$ cat src/rtl/ivl_timer_pkg.sv
package ivl_timer_pkg;
  localparam int unsigned DW    = 32;
  localparam int unsigned AW    = 5;
  localparam int unsigned SRC_W = 2;

  localparam logic [AW-1:0] OFS_CTRL = 5'h00;
  localparam logic [AW-1:0] OFS_STAT = 5'h04;
  localparam logic [AW-1:0] OFS_LOAD = 5'h08;
  localparam logic [AW-1:0] OFS_CMP  = 5'h0C;
  localparam logic [AW-1:0] OFS_CNT  = 5'h10;

  localparam int unsigned B_RUN   = 0;
  localparam int unsigned B_RSTRT = 1;
  localparam int unsigned B_IRQEN = 2;
  localparam int unsigned B_ARLD  = 3;
  localparam int unsigned B_SRST  = 16;
  localparam int unsigned B_THRU  = 17;
  localparam int unsigned B_DBG   = 18;
  localparam int unsigned B_WAIT  = 19;
  localparam int unsigned B_STOP  = 21;
  localparam int unsigned B_SRC   = 24;

  typedef struct packed {
    logic [SRC_W-1:0] src;
    logic stop_run;
    logic wait_run;
    logic dbg_run;
    logic load_thru;
    logic auto_rld;
    logic irq_en;
    logic restart_en;
    logic run;
  } ctrl_t;
endpackage

$ cat src/rtl/ivl_timer_regs.sv
module ivl_timer_regs
  import ivl_timer_pkg::*;
#(
  parameter int unsigned RST_CYC = 2
) (
  input  logic          clk_i,
  input  logic          rst_ni,
  input  logic          wr_i,
  input  logic [AW-1:0] addr_i,
  input  logic [DW-1:0] wdata_i,
  output ctrl_t         ctrl_o,
  output logic [DW-1:0] load_o,
  output logic [DW-1:0] cmp_o,
  output logic          busy_o,
  output logic          load_wr_o,
  output logic          clr_o
);
  localparam int unsigned BW = $clog2(RST_CYC + 1);

  logic [BW-1:0] bcnt_q;

  assign busy_o    = (bcnt_q != '0);
  assign load_wr_o = wr_i && (addr_i == OFS_LOAD) && !busy_o;
  assign clr_o     = wr_i && (addr_i == OFS_STAT) && wdata_i[0];

  always_ff @(posedge clk_i or negedge rst_ni) begin
    if (!rst_ni) begin
      ctrl_o <= '0;
      load_o <= '1;
      cmp_o  <= '0;
      bcnt_q <= '0;
    end else begin
      if (wr_i && addr_i == OFS_CTRL) begin
        ctrl_o.run        <= wdata_i[B_RUN];
        ctrl_o.restart_en <= wdata_i[B_RSTRT];
        ctrl_o.irq_en     <= wdata_i[B_IRQEN];
        ctrl_o.auto_rld   <= wdata_i[B_ARLD];
        ctrl_o.load_thru  <= wdata_i[B_THRU];
        ctrl_o.dbg_run    <= wdata_i[B_DBG];
        ctrl_o.wait_run   <= wdata_i[B_WAIT];
        ctrl_o.stop_run   <= wdata_i[B_STOP];
        ctrl_o.src        <= wdata_i[B_SRC +: SRC_W];
      end
      if (busy_o) begin
        bcnt_q <= bcnt_q - 1'b1;
        load_o <= '1;
        cmp_o  <= '0;
      end else begin
        if (wr_i && addr_i == OFS_CTRL && wdata_i[B_SRST]) bcnt_q <= BW'(RST_CYC);
        if (load_wr_o) load_o <= wdata_i;
        if (wr_i && addr_i == OFS_CMP) cmp_o <= wdata_i;
      end
    end
  end
endmodule

$ cat src/rtl/ivl_timer_count.sv
module ivl_timer_count
  import ivl_timer_pkg::*;
#(
  parameter int unsigned NUM_SRC = 3
) (
  input  logic               clk_i,
  input  logic               rst_ni,
  input  ctrl_t              ctrl_i,
  input  logic [DW-1:0]      load_i,
  input  logic               busy_i,
  input  logic               load_wr_i,
  input  logic [DW-1:0]      wdata_i,
  input  logic [NUM_SRC-1:0] tick_i,
  input  logic               dbg_mode_i,
  input  logic               wait_mode_i,
  input  logic               stop_mode_i,
  output logic [DW-1:0]      cnt_o,
  output logic [DW-1:0]      cnt_d_o,
  output logic               adv_o,
  output logic               restart_o,
  output logic               thru_o
);
  logic run_prev_q;
  logic tick_sel;
  logic mode_ok;

  always_comb begin
    tick_sel = 1'b0;
    for (int s = 0; s < NUM_SRC; s++)
      if (int'(ctrl_i.src) == s + 1) tick_sel = tick_i[s];
  end

  assign mode_ok = !(dbg_mode_i  && !ctrl_i.dbg_run)  &&
                   !(wait_mode_i && !ctrl_i.wait_run) &&
                   !(stop_mode_i && !ctrl_i.stop_run);

  assign restart_o = ctrl_i.run && !run_prev_q && ctrl_i.restart_en;
  assign thru_o    = load_wr_i && ctrl_i.load_thru;
  assign adv_o     = !busy_i && !thru_o && !restart_o &&
                     ctrl_i.run && tick_sel && mode_ok;

  always_comb begin
    cnt_d_o = cnt_o;
    if (busy_i)                          cnt_d_o = '1;
    else if (thru_o)                     cnt_d_o = wdata_i;
    else if (restart_o)                  cnt_d_o = load_i;
    else if (adv_o) begin
      if (cnt_o != '0)                   cnt_d_o = cnt_o - 1'b1;
      else if (ctrl_i.auto_rld)          cnt_d_o = load_i;
      else                               cnt_d_o = '1;
    end
  end

  always_ff @(posedge clk_i or negedge rst_ni) begin
    if (!rst_ni) begin
      cnt_o      <= '1;
      run_prev_q <= 1'b0;
    end else begin
      cnt_o      <= cnt_d_o;
      run_prev_q <= ctrl_i.run;
    end
  end
endmodule

$ cat src/rtl/ivl_timer_flag.sv
module ivl_timer_flag
  import ivl_timer_pkg::*;
(
  input  logic          clk_i,
  input  logic          rst_ni,
  input  logic          adv_i,
  input  logic [DW-1:0] cnt_d_i,
  input  logic [DW-1:0] cmp_i,
  input  logic          busy_i,
  input  logic          clr_i,
  output logic          flag_o
);
  logic hit;
  assign hit = adv_i && (cnt_d_i == cmp_i);

  always_ff @(posedge clk_i or negedge rst_ni) begin
    if (!rst_ni)      flag_o <= 1'b0;
    else if (busy_i)  flag_o <= 1'b0;
    else if (hit)     flag_o <= 1'b1;  // set beats clear
    else if (clr_i)   flag_o <= 1'b0;
  end
endmodule

$ cat src/rtl/ivl_timer.sv
module ivl_timer
  import ivl_timer_pkg::*;
#(
  parameter int unsigned NUM_SRC = 3,
  parameter int unsigned RST_CYC = 2
) (
  input  logic               clk_i,
  input  logic               rst_ni,
  input  logic               wr_i,
  input  logic [AW-1:0]      addr_i,
  input  logic [DW-1:0]      wdata_i,
  output logic [DW-1:0]      rdata_o,
  input  logic [NUM_SRC-1:0] tick_i,
  input  logic               dbg_mode_i,
  input  logic               wait_mode_i,
  input  logic               stop_mode_i,
  output logic               irq_o
);
  ctrl_t         ctrl;
  logic [DW-1:0] load_q, cmp_q, cnt_q, cnt_d;
  logic          busy, load_wr, clr, adv, restart, thru, flag_q;
  logic [DW-1:0] ctrl_word;

  ivl_timer_regs #(.RST_CYC(RST_CYC)) u_regs (
    .clk_i, .rst_ni, .wr_i, .addr_i, .wdata_i,
    .ctrl_o(ctrl), .load_o(load_q), .cmp_o(cmp_q),
    .busy_o(busy), .load_wr_o(load_wr), .clr_o(clr)
  );

  ivl_timer_count #(.NUM_SRC(NUM_SRC)) u_count (
    .clk_i, .rst_ni, .ctrl_i(ctrl), .load_i(load_q), .busy_i(busy),
    .load_wr_i(load_wr), .wdata_i, .tick_i, .dbg_mode_i, .wait_mode_i,
    .stop_mode_i, .cnt_o(cnt_q), .cnt_d_o(cnt_d), .adv_o(adv),
    .restart_o(restart), .thru_o(thru)
  );

  ivl_timer_flag u_flag (
    .clk_i, .rst_ni, .adv_i(adv), .cnt_d_i(cnt_d), .cmp_i(cmp_q),
    .busy_i(busy), .clr_i(clr), .flag_o(flag_q)
  );

  always_comb begin
    ctrl_word                = '0;
    ctrl_word[B_RUN]         = ctrl.run;
    ctrl_word[B_RSTRT]       = ctrl.restart_en;
    ctrl_word[B_IRQEN]       = ctrl.irq_en;
    ctrl_word[B_ARLD]        = ctrl.auto_rld;
    ctrl_word[B_SRST]        = busy;
    ctrl_word[B_THRU]        = ctrl.load_thru;
    ctrl_word[B_DBG]         = ctrl.dbg_run;
    ctrl_word[B_WAIT]        = ctrl.wait_run;
    ctrl_word[B_STOP]        = ctrl.stop_run;
    ctrl_word[B_SRC +: SRC_W] = ctrl.src;
  end

  always_comb begin
    unique case (addr_i)
      OFS_CTRL: rdata_o = ctrl_word;
      OFS_STAT: rdata_o = {{(DW-1){1'b0}}, flag_q};
      OFS_LOAD: rdata_o = load_q;
      OFS_CMP:  rdata_o = cmp_q;
      OFS_CNT:  rdata_o = cnt_q;
      default:  rdata_o = '0;
    endcase
  end

  assign irq_o = flag_q && ctrl.irq_en;
endmodule

$ cat config.mk
export PLATFORM = sky130hd
export DESIGN_NAME = ivl_timer
export DESIGN_NICKNAME = d
export VERILOG_FILES = /design/src/rtl/ivl_timer_pkg.sv /design/src/rtl/ivl_timer_regs.sv /design/src/rtl/ivl_timer_count.sv /design/src/rtl/ivl_timer_flag.sv /design/src/rtl/ivl_timer.sv
export SDC_FILE = /design/constraint.sdc
export NUM_CORES = 1
export LEC_CHECK = 0
export BUFFER_PORTS_ARGS = -buffer_cell sky130_fd_sc_hd__buf_2
export CORE_MARGIN = 2
export CORE_UTILIZATION = 55
export CTS_CLUSTER_DIAMETER = 30
export CTS_CLUSTER_SIZE = 16
export DETAILED_ROUTE_END_ITERATION = 7
export PLACE_DENSITY_LB_ADDON = 0.3
export SLEW_MARGIN = 10
export SYNTH_ARGS = -nofsm -noshare
export SYNTH_HDL_FRONTEND = slang
export SYNTH_HIERARCHICAL = 1
export SYNTH_SLANG_ARGS = --single-unit
export TNS_END_PERCENT = 5
$ cat constraint.sdc
create_clock -name clk_i -period 5.35 [get_ports clk_i]
set_input_delay 0.8025 -clock clk_i [delete_from_list [all_inputs] [get_ports clk_i]]
set_output_delay 0.8025 -clock clk_i [all_outputs]
set_load 0.02 [all_outputs]
[Yosys cells after proc, flatten, opt, wreduce, memory -nomap -nowiden]
Cells that the tools add are included.
W data, S select, Z words.
Word-level totals
  flip-flop bits (word level): 110
  bits in latches: 0
  RAM bits: 0
  ROM bits: 0
  input bits: 46
  output and inout bits: 33
  word-level logic and storage cells: 83
  memories: 0
Cells by class
  add/subtract/negate cells: 2
  multiply operators: 0
  divide/modulo/power cells: 0
  order comparisons: 0
  equality and inequality tests: 8
  shift-type cells: 0
  muxes and demuxes: 19
  bitwise gates (word level): 0
  reduce and logical (&&, ||, !) cells: 39
Operators by type and width (count)
  $mux W32: 10
  $pmux W32 S5: 1
  $eq A32 B32 Y1: 1
  $reduce_bool A32 Y1: 1
  $sub A32 B1 Y32 const B: 1
  $logic_and A1 B1 Y1: 22
  $eq A5 B4 Y1 const B: 2
  $logic_not A1 Y1: 10
  $reduce_bool A2 Y1: 4
  $mux W1: 6
  $eq A5 B3 Y1 const B: 1
  $eq A5 B5 Y1 const B: 1
  $logic_not A5 Y1: 1
  $eq A2 B2 Y1 const B: 2
  $mux W2: 2
  $reduce_bool A3 Y1: 1
  $eq A2 B1 Y1 const B: 1
  $sub A2 B1 Y2 const B: 1

[Depth between registers and ports, before layout]
Gate-level depths: netlist of the first run.
  depth after elaboration: 18
  mapped depth: 19
  depth with buffers taken out: 15

[Hierarchy]
The synthesis of the first run kept the hierarchy.
Modules (own cells, without submodules)
  ivl_timer_regs: times used 1, cells each 318, area each 3450.8 um^2, sequential area each 1941.9 um^2
  ivl_timer_count: times used 1, cells each 412, area each 3093.0 um^2, sequential area each 865.8 um^2
  ivl_timer: times used 1, cells each 95, area each 754.5 um^2, sequential area each 0.0 um^2
  ivl_timer_flag: times used 1, cells each 51, area each 395.4 um^2, sequential area each 25.0 um^2

[Worst setup path before layout of the first run]
OpenSTA, ideal clock, no wires.
  path kind: input to register
  from: input port addr_i[1]
  to: register u_flag.flag_o
  library setup time: 76 ps
  arrival time: 4096 ps
  data required time: 5274 ps
  slack: 1178 ps
  stages on the path: 19
  buffers on the path: 5
  cell sequence: or4b_1 buf_2 nor3b_1 buf_2 buf_4 and2_1 a21oi_1 and3_1 nand3_1 clkbuf_8 clkbuf_1 nand2_1 o221ai_1 o21ai_0 xnor2_1 nand4_1 nor4_1 nand3_1 o21ai_1
On the way
  longest elaborated chain between the ends: 18
  elaborated cells on any way between the ends: 22
  classes of those cells: eq/ne (3); mux (6); reduce/logical (13)
Ends and longest elaborated chain
  start, declared: line ivl_timer.sv:10  | input logic [AW-1:0] addr_i,
  $eq A5 B4 Y1 (*): line ivl_timer_regs.sv:23  | assign load_wr_o = wr_i && (addr_i == OFS_LOAD) && !busy_o;
  $logic_and A1 B1 Y1 (*) (2 in a row): line ivl_timer_regs.sv:23
  via load_wr: line ivl_timer.sv:21  | logic busy, load_wr, clr, adv, restart, thru, flag_q;
  $logic_and A1 B1 Y1 (*): line ivl_timer_count.sv:38  | assign thru_o = load_wr_i && ctrl_i.load_thru;
  $logic_not A1 Y1: line ivl_timer_count.sv:39  | assign adv_o = !busy_i && !thru_o && !restart_o &&
  $logic_and A1 B1 Y1 (3 in a row): line ivl_timer_count.sv:39
  $logic_and A1 B1 Y1 (2 in a row): line ivl_timer_count.sv:40  | ctrl_i.run && tick_sel && mode_ok;
  $mux W32: line ivl_timer_count.sv:47  | else if (adv_o) begin
  $mux W32: line ivl_timer_count.sv:46  | else if (restart_o) cnt_d_o = load_i;
  $mux W32 (*): line ivl_timer_count.sv:45  | else if (thru_o) cnt_d_o = wdata_i;
  $mux W32 (*): line ivl_timer_count.sv:44  | if (busy_i) cnt_d_o = '1;
  via cnt_d[15]: line ivl_timer.sv:20  | logic [DW-1:0] load_q, cmp_q, cnt_q, cnt_d;
  $eq A32 B32 Y1 (*): line ivl_timer_flag.sv:14  | assign hit = adv_i && (cnt_d_i == cmp_i);
  $logic_and A1 B1 Y1 (*): line ivl_timer_flag.sv:14
  $mux W1: line ivl_timer_flag.sv:19  | else if (hit) flag_o <= 1'b1;
  $mux W1: line ivl_timer_flag.sv:18  | else if (busy_i) flag_o <= 1'b0;
  end signal, assigned: line ivl_timer_flag.sv:18
  end signal, assigned: line ivl_timer_flag.sv:19
  end signal, assigned: line ivl_timer_flag.sv:20  | else if (clr_i) flag_o <= 1'b0;
  end, declared: line ivl_timer_flag.sv:11  | output logic flag_o
The timed path passes the listed nets; every way through them passes the cells marked *.
A chain may end at the register's enable or synchronous reset.

[Final worst setup path of the first run]
  from: input port addr_i[3]
  to: register u_flag.flag_o
On the way
  longest elaborated chain between the ends: 18
  elaborated cells on any way between the ends: 22
  classes of those cells: eq/ne (3); mux (6); reduce/logical (13)
Ends and longest elaborated chain (line)
  $eq A5 B4 Y1 (*): ivl_timer_regs.sv:23
  $logic_and A1 B1 Y1 (*) (2 in a row): ivl_timer_regs.sv:23
  via load_wr: ivl_timer.sv:21
  $logic_and A1 B1 Y1 (*): ivl_timer_count.sv:38
  $logic_not A1 Y1 (*): ivl_timer_count.sv:39
  $logic_and A1 B1 Y1 (*) (3 in a row): ivl_timer_count.sv:39
  $logic_and A1 B1 Y1 (*) (2 in a row): ivl_timer_count.sv:40
  via adv: ivl_timer.sv:21
  $mux W32 (*): ivl_timer_count.sv:47
  $mux W32 (*): ivl_timer_count.sv:46
  $mux W32 (*): ivl_timer_count.sv:45
  $mux W32 (*): ivl_timer_count.sv:44
  via cnt_d[26]: ivl_timer.sv:20
  $eq A32 B32 Y1 (*): ivl_timer_flag.sv:14
  $logic_and A1 B1 Y1 (*): ivl_timer_flag.sv:14
  $mux W1: ivl_timer_flag.sv:19
  $mux W1: ivl_timer_flag.sv:18
Marks and branches as above.

==> out/summary.txt, run 1 <==
postcts setup bufs - 0
prevailing post-synth register cell - dfstp_2
Routed Antenna Nets - 0
slew margin rel. - 0.2791
status - complete, no violations
Pleak - 3.271 nW
total net switching power - 0.0008848 W
# fillers - 1270
startpoint types - input pin
min Tclk post-route - 4671 ps
Mapped Area - 7694 um2
EDFF count, synth - 0
setup TNS - 0 ps
gpl congestion - 0.9644
Yosys cell types - 71
clk_lat worst skew - 370 ps
asr flop ratio synth - 1.000
worst-path cell chain - buf_2 -> nor3b_2 -> and2_1 -> a21oi_1 -> and3_1 -> nand3_1 -> inv_1 -> nand2_1 -> o221ai_1 -> o21ai_0 -> xor2_1 -> nor4_1 -> nand3_1 -> o21ai_1
area leader, netlist - dfstp_2
Crit. End Element - flip-flop
Flop pwr share - 0.389
Logic pwr share - 0.293
CTS clock-pin slew for the worst setup and hold paths - 80 ps
period utilization - 0.8732
switching part of the total - 0.3643
antenna fix cells - 0
reg2reg path depth - 11
Critical R2R Launch - u_count/cnt_o[26]$_DFF_PN1_
most common cell in the netlist - nor2_1
worst vdd ir - 437.2 uV
reg2reg end - u_flag/flag_o$_DFFE_PN0P_
layout cells sized above 1 - 0.2257
synth cell count leaders - 122 x nor2_1, 91 x nand2_1, 77 x mux2i_1, 64 x dfstp_2, 46 x dfrtp_1
Via density - 6.623
dpl hpwl - 17050 um
reg2reg setup slack - 1000 ps
CP max stage cell - inv_1
Ys Warns - 6
die height - 122.3 um
DRC Markers - 0
Cells after Synth - 876
Initial DRC Count - 952
crit path kind - input pin to flip-flop
Hold EP - u_count/run_prev_q$_DFF_PN0_
final total power - 0.002429 W
fmax - 214.1 MHz
clock sink total - 110
max-slew violation count - 0
drt first pass iters - 6
main area contributors after synthesis - dfstp_2 22%, dfrtp_1 15%, mux2i_1 10%
GRT overflow - 0
final std cells w/o fill - 1106
syn_nets - 926
Worst Path Max Fanout - 29
clk root buf - clkbuf_16
Worst Hold Slack - 520.5 ps
row count - 43
io pins - 79
first-pass GRT wire length - 39250 um
WP data required - 5650 ps
post-synth top area share - 0.2186
wire length per cell - 23.08 um
hold_sp - u_regs/ctrl_o[0]$_DFFE_PN0P_
initial antenna violation count - 1
Slew @ Worst Pin - 1079 ps
pwr/cell area - 288.5 nW/um2
vias in the first global route - 6887
Reg area - 2833 um2
Total GRT Usage - 0.3454
CTS tree - yes
nets@finish - 971
setup violators final - 0
Placed Cells - 1090
max-cap viol count - 0
CTS resizes - 0
number of port buffers - 78
clock buffer count from CTS - 9
H-tree depth - 3
RSZ-0062 raised after global routing - false
cell mode on critical path - nand3_1
register area share after synthesis - 0.3682
clock skew - 11.77 ps
hold buffers post-CTS - 0
Int Power - 0.001544 W
hold path depth - 0
worst hold path class - flip-flop to flip-flop
synth-to-layout area growth - 9.432%
Syn Area/Cell - 8.783 um2
via count of the routed design - 7325
Final Util - 0.6113
final hold violations - 0
Die Width - 122.3 um
clk buf depth - 2
FF+latch count, synth - 110
Clock Power Share - 0.318
die area - 14950 um2
multi-input logic area - 4413 um2
Starting Density - 0.5586
largest net degree at the start of global routing - 68
Max stage delay on crit path - 740 ps
core box area - 13770 um2
Arr. time, crit path - 4970 ps
routed wire length - 25530 um
[cell families after synthesis]
logic type	count (synthesis)	synth area share
and+or+nand+nor	339	0.2090
AOI/OAI and AO/OA	213	0.1900
DFF	110	0.3682
muxes	90	0.1255
buffers and inverters	84	0.05984
xor gates and xnor gates	36	0.04098
adders and majority gates	4	0.006505
[how the worst max path moves through the flow]
| stage | from | end | slack (ps) | cells after the start |
|---|---|---|---|---|
| 2_1_floorplan | addr_i[1] | u_flag/flag_o$_DFFE_PN0P_ | 1180 | 19 |
| 3_3_place_gp | addr_i[1] | u_flag/flag_o$_DFFE_PN0P_ | 640 | 15 |
| 3_5_place_dp | addr_i[3] | u_flag/flag_o$_DFFE_PN0P_ | 650 | 14 |
| 4_1_cts | addr_i[1] | u_flag/flag_o$_DFFE_PN0P_ | 990 | 15 |
| 5_1_grt | addr_i[3] | u_flag/flag_o$_DFFE_PN0P_ | 570 | 14 |
| 6_report | addr_i[3] | u_flag/flag_o$_DFFE_PN0P_ | 680 | 14 |
[power groups by stage]
stage          combinational [W]  sequential, W  clock [W]
5_1_grt                 0.000773       0.000950   0.000805
3_5_place_dp            0.000690       0.000957          0
6_report                0.000711       0.000945   0.000773
4_1_cts                 0.000695       0.000943   0.000781
3_3_place_gp            0.000677       0.000956          0
2_1_floorplan           0.000513       0.000936          0
[layout by cell type (no fill, tap or decap), drive strengths merged, types with 6 or more instances in the layout]
master   count
nand3       16
nand2       91
nand4        9
buf         97
a22oi       24
nor3        23
or3         14
o221ai       6
inv         22
or4         12
clkbuf      12
o21ai       39
dfstp       64
dfrtp       46
a31oi       21
a21oi       42
mux2i       77
o211ai       6
o2bb2ai     21
xnor2       21
nor4        21
nor2       124
a221o       12
nor2b        7
mux2        12
xor2        15
[state kept, by name (all words and copies together), names as in the netlist]
signal,cells
u_regs/cmp_o,32
u_flag/flag_o,1
u_count/run_prev_q,1
u_regs/bcnt_q,2
u_regs/load_o,32
u_count/cnt_o,32
u_regs/ctrl_o,10
[per-layer routing]
| layer | up-vias | GRT usage | routed length [um] |
|---|---|---|---|
| met5 | - | 0 | 7 |
| met4 | 2 | 0.1056 | 794 |
| met3 | 62 | 0.08968 | 2358 |
| met2 | 392 | 0.5274 | 11540 |
| met1 | 3576 | 0.4825 | 10830 |
| li1 | 3293 | - | - |
[worst max-delay path, delay by kind of cell]
family	cells	cell delay [ps]
simple gates	7	1820
xor+xnor	1	200
compound gates	4	1130
buf+inv	2	1000
[stage by stage]
stage | instance area (um2) | setup slack (ps)
5_1_grt | 8419 | 572.3
2_1_floorplan | 7694 | 1178
3_5_place_dp | 8085 | 646.7
3_3_place_gp | 8085 | 642.4
4_1_cts | 8419 | 993.0
6_report | 8419 | 678.5
[area by class of cell]
| class | count | area share |
|---|---|---|
| multi-input combinational | 682 | 0.5241 |
| sequential | 110 | 0.3365 |
| timing repair buffer | 97 | 0.06361 |
| clock buffer | 12 | 0.03047 |
| tap | 180 | 0.02675 |
| inverter | 21 | 0.009362 |
| clock inverter | 4 | 0.009214 |
Note: power is estimated with default switching activity, not from simulation.
==> run 2: changes to the inputs <==
Settings changed: GPL_TIMING_DRIVEN from default to 0.
==> out/summary.txt, run 2 (same netlist as run 1, synthesis figures left out) <==
Arr. time, crit path - 5450 ps (+480 ps)
via count of the routed design - 7936 (+8.3%)
Slew @ Worst Pin - 1112 ps (+33.43 ps)
vias in the first global route - 7486 (+8.7%)
gpl congestion - 1.039 (+7.8%)
Max stage delay on crit path - 500 ps (-240 ps)
reg2reg path depth - 18 (+7)
setup violators final - 0 (unchanged)
CTS tree - yes
cell mode on critical path - buf_2
worst vdd ir - 308.2 uV (-30%)
# fillers - 1248 (-1.7%)
H-tree depth - 3 (unchanged)
reg2reg end - u_flag/flag_o$_DFFE_PN0P_
largest net degree at the start of global routing - 68 (unchanged)
first-pass GRT wire length - 47270 um (+20%)
worst hold path class - input pin to async pin
WP data required - 5640 ps (about the same)
clock skew - 9.736 ps (-2.038 ps)
nets@finish - 1016 (+4.6%)
Crit. End Element - flip-flop
io pins - 79 (unchanged)
startpoint types - input pin
setup ws final - 187.9 ps (-490.6 ps)
Routed Antenna Nets - 0 (unchanged)
Total GRT Usage - 0.4386 (+0.09322)
Die Width - 122.3 um (unchanged)
CP delay by family, top - simple AND/OR/NAND/NOR gates
RSZ-0062 raised after global routing - false
Initial DRC Count - 1057 (+11%)
clock sink total - 110 (unchanged)
pwr/cell area - 301.0 nW/um2 (+4.4%)
status - complete, no violations
Pleak - 3.419 nW (+4.6%)
crit path buf inv count - 6 (+4)
number of port buffers - 78 (unchanged)
layout cells sized above 1 - 0.2379 (+0.01220)
antenna fix cells - 0 (unchanged)
clk_lat worst skew - 370 ps (about the same)
clk buf depth - 2 (unchanged)
most frequent cells in the layout - 122 x nor2_1, 91 x nand2_1, 89 x buf_2
Placed Cells - 1135 (+4.1%)
wire length per cell - 27.86 um (+21%)
min Tclk post-route - 5162 ps (+490.6 ps)
CTS clock-pin slew for the worst setup and hold paths - 80 ps (about the same)
Regs by FF count - u_count/cnt_o: 32 flops, u_regs/cmp_o: 32 flops, u_regs/load_o: 32 flops
die height - 122.3 um (unchanged)
DP Worst Slack - -540.2 ps (-1187 ps)
initial antenna violation count - 0 (-1)
CP max stage cell - or4b_1
Worst Hold Slack - 342.9 ps (-177.6 ps)
final hold violations - 0 (unchanged)
GRT overflow - 0 (unchanged)
Critical R2R Launch - u_regs/bcnt_q[1]$_DFFE_PN0P_
row count - 43 (unchanged)
fmax - 193.7 MHz (-9.5%)
routed wire length - 32060 um (+26%)
Worst Path Max Fanout - 10 (-66%)
worst-path cell chain - buf_2 -> or4b_1 -> buf_2 -> nor3b_1 -> buf_2 -> buf_4 -> and2_1 -> a21oi_2 -> and3_1 -> nand3_1 -> clkbuf_8 -> clkbuf_2 -> o21ai_0 -> a22oi_1 -> o21ai_0 -> xnor2_1 -> nand4_1 -> nor4_4 -> nand3_1 -> o21ai_1
fin area - 8697 um2 (+3.3%)
core box area - 13770 um2 (unchanged)
Area after DPL - 8349 um2 (+3.3%)
synth-to-layout area growth - 13.04%
commonest non-fill, non-tap cell in the layout - nor2_1
dpl hpwl - 22740 um (+33%)
clock buffer count from CTS - 9 (unchanged)
max-cap viol count - 0 (unchanged)
reg2reg setup slack - 230 ps (-770 ps)
drt first pass iters - 8 (+2)
postcts setup bufs - 0 (unchanged)
crit path kind - input pin to flip-flop
DRC Markers - 0 (unchanged)
clk root buf - clkbuf_16
Starting Density - 0.5586 (unchanged)
slew margin rel. - 0.2392 (-0.03998)
die area - 14950 um2 (unchanged)
period utilization - 0.9649 (+0.09171)
Via density - 6.895 (+4.1%)
max-slew violation count - 0 (unchanged)
final std cells w/o fill - 1151 (+4.1%)
-- run 2: changes by cell type in the layout (fill, tap and decap cells not counted), sizes merged --
cell / delta
inv: +3
bufinv: -1
buf: +11
clkbuf: +31
clkinvlp: +1
-- run 2: how the worst max path moves through the flow --
stage	from	end	cells after the start
floorplan	addr_i[1]	u_flag/flag_o$_DFFE_PN0P_	19
global placement	addr_i[1]	u_flag/flag_o$_DFFE_PN0P_	20
finish	addr_i[1]	u_flag/flag_o$_DFFE_PN0P_	20
detailed placement	addr_i[1]	u_flag/flag_o$_DFFE_PN0P_	20
global route	addr_i[1]	u_flag/flag_o$_DFFE_PN0P_	20
CTS	addr_i[1]	u_flag/flag_o$_DFFE_PN0P_	20
-- run 2: per-stage QoR --
step                total power (W)  setup TNS (ps)    util
floorplan                  0.001448               0       -
global placement           0.001829          -556.1  0.6033
detailed placement         0.001848          -540.2  0.6062
CTS                        0.002572               0  0.6305
global route               0.002693               0  0.6315
finish                     0.002618               0  0.6315
-- run 2: layout make-up --
class,count,area (um2),area share
multi-input combinational,682,4437,0.5101
clock inverter,7,86.33,0.009927
sequential,110,2833,0.3257
tap,180,225.2,0.02590
inverter,21,78.83,0.009063
timing repair buffer,79,424.2,0.04877
clock buffer,9,225.2,0.02590
buffer,63,387.9,0.04460
-- run 2: worst reg2reg max path, stage by stage, from the launching register on --
cell and delay (ps):
dfrtp_1 400, inv_1 80, ha_1 280, clkbuf_1 600, clkbuf_1 590, and2_1 270
a21oi_2 140, and3_1 240, nand3_1 120, clkbuf_8 190, clkbuf_2 300, o21ai_0 190
a22oi_1 200, o21ai_0 150, xnor2_1 420, nand4_1 290, nor4_4 320, nand3_1 120
o21ai_1 150
-- run 2: what timing repair did --
action | 4_1_cts | 5_1_grt
gates resized for setup | 5 | 11
pin swaps | 0 | 0
setup endpoints to repair | 1 | 1
endpoints found under the hold margin | 0 | 0
hold buffers | 0 | 0
-- run 2: per-layer routing --
| layer | global-route usage | routed length (um) | part of all wire |
|---|---|---|---|
| met5 | 0 | 0 | 0 |
| met4 | 0.2184 | 1726 | 0.054 |
| met3 | 0.1394 | 3959 | 0.12 |
| met2 | 0.6385 | 13770 | 0.43 |
| met1 | 0.5881 | 12610 | 0.39 |
-- run 2: where the power goes --
| group | switching [W] | total, W | internal, W |
|---|---|---|---|
| clock network | 0.000352 | 0.000727 | 0.000375 |
| registers | 0.0000604 | 0.000949 | 0.000888 |
| logic | 0.000692 | 0.000942 | 0.000251 |
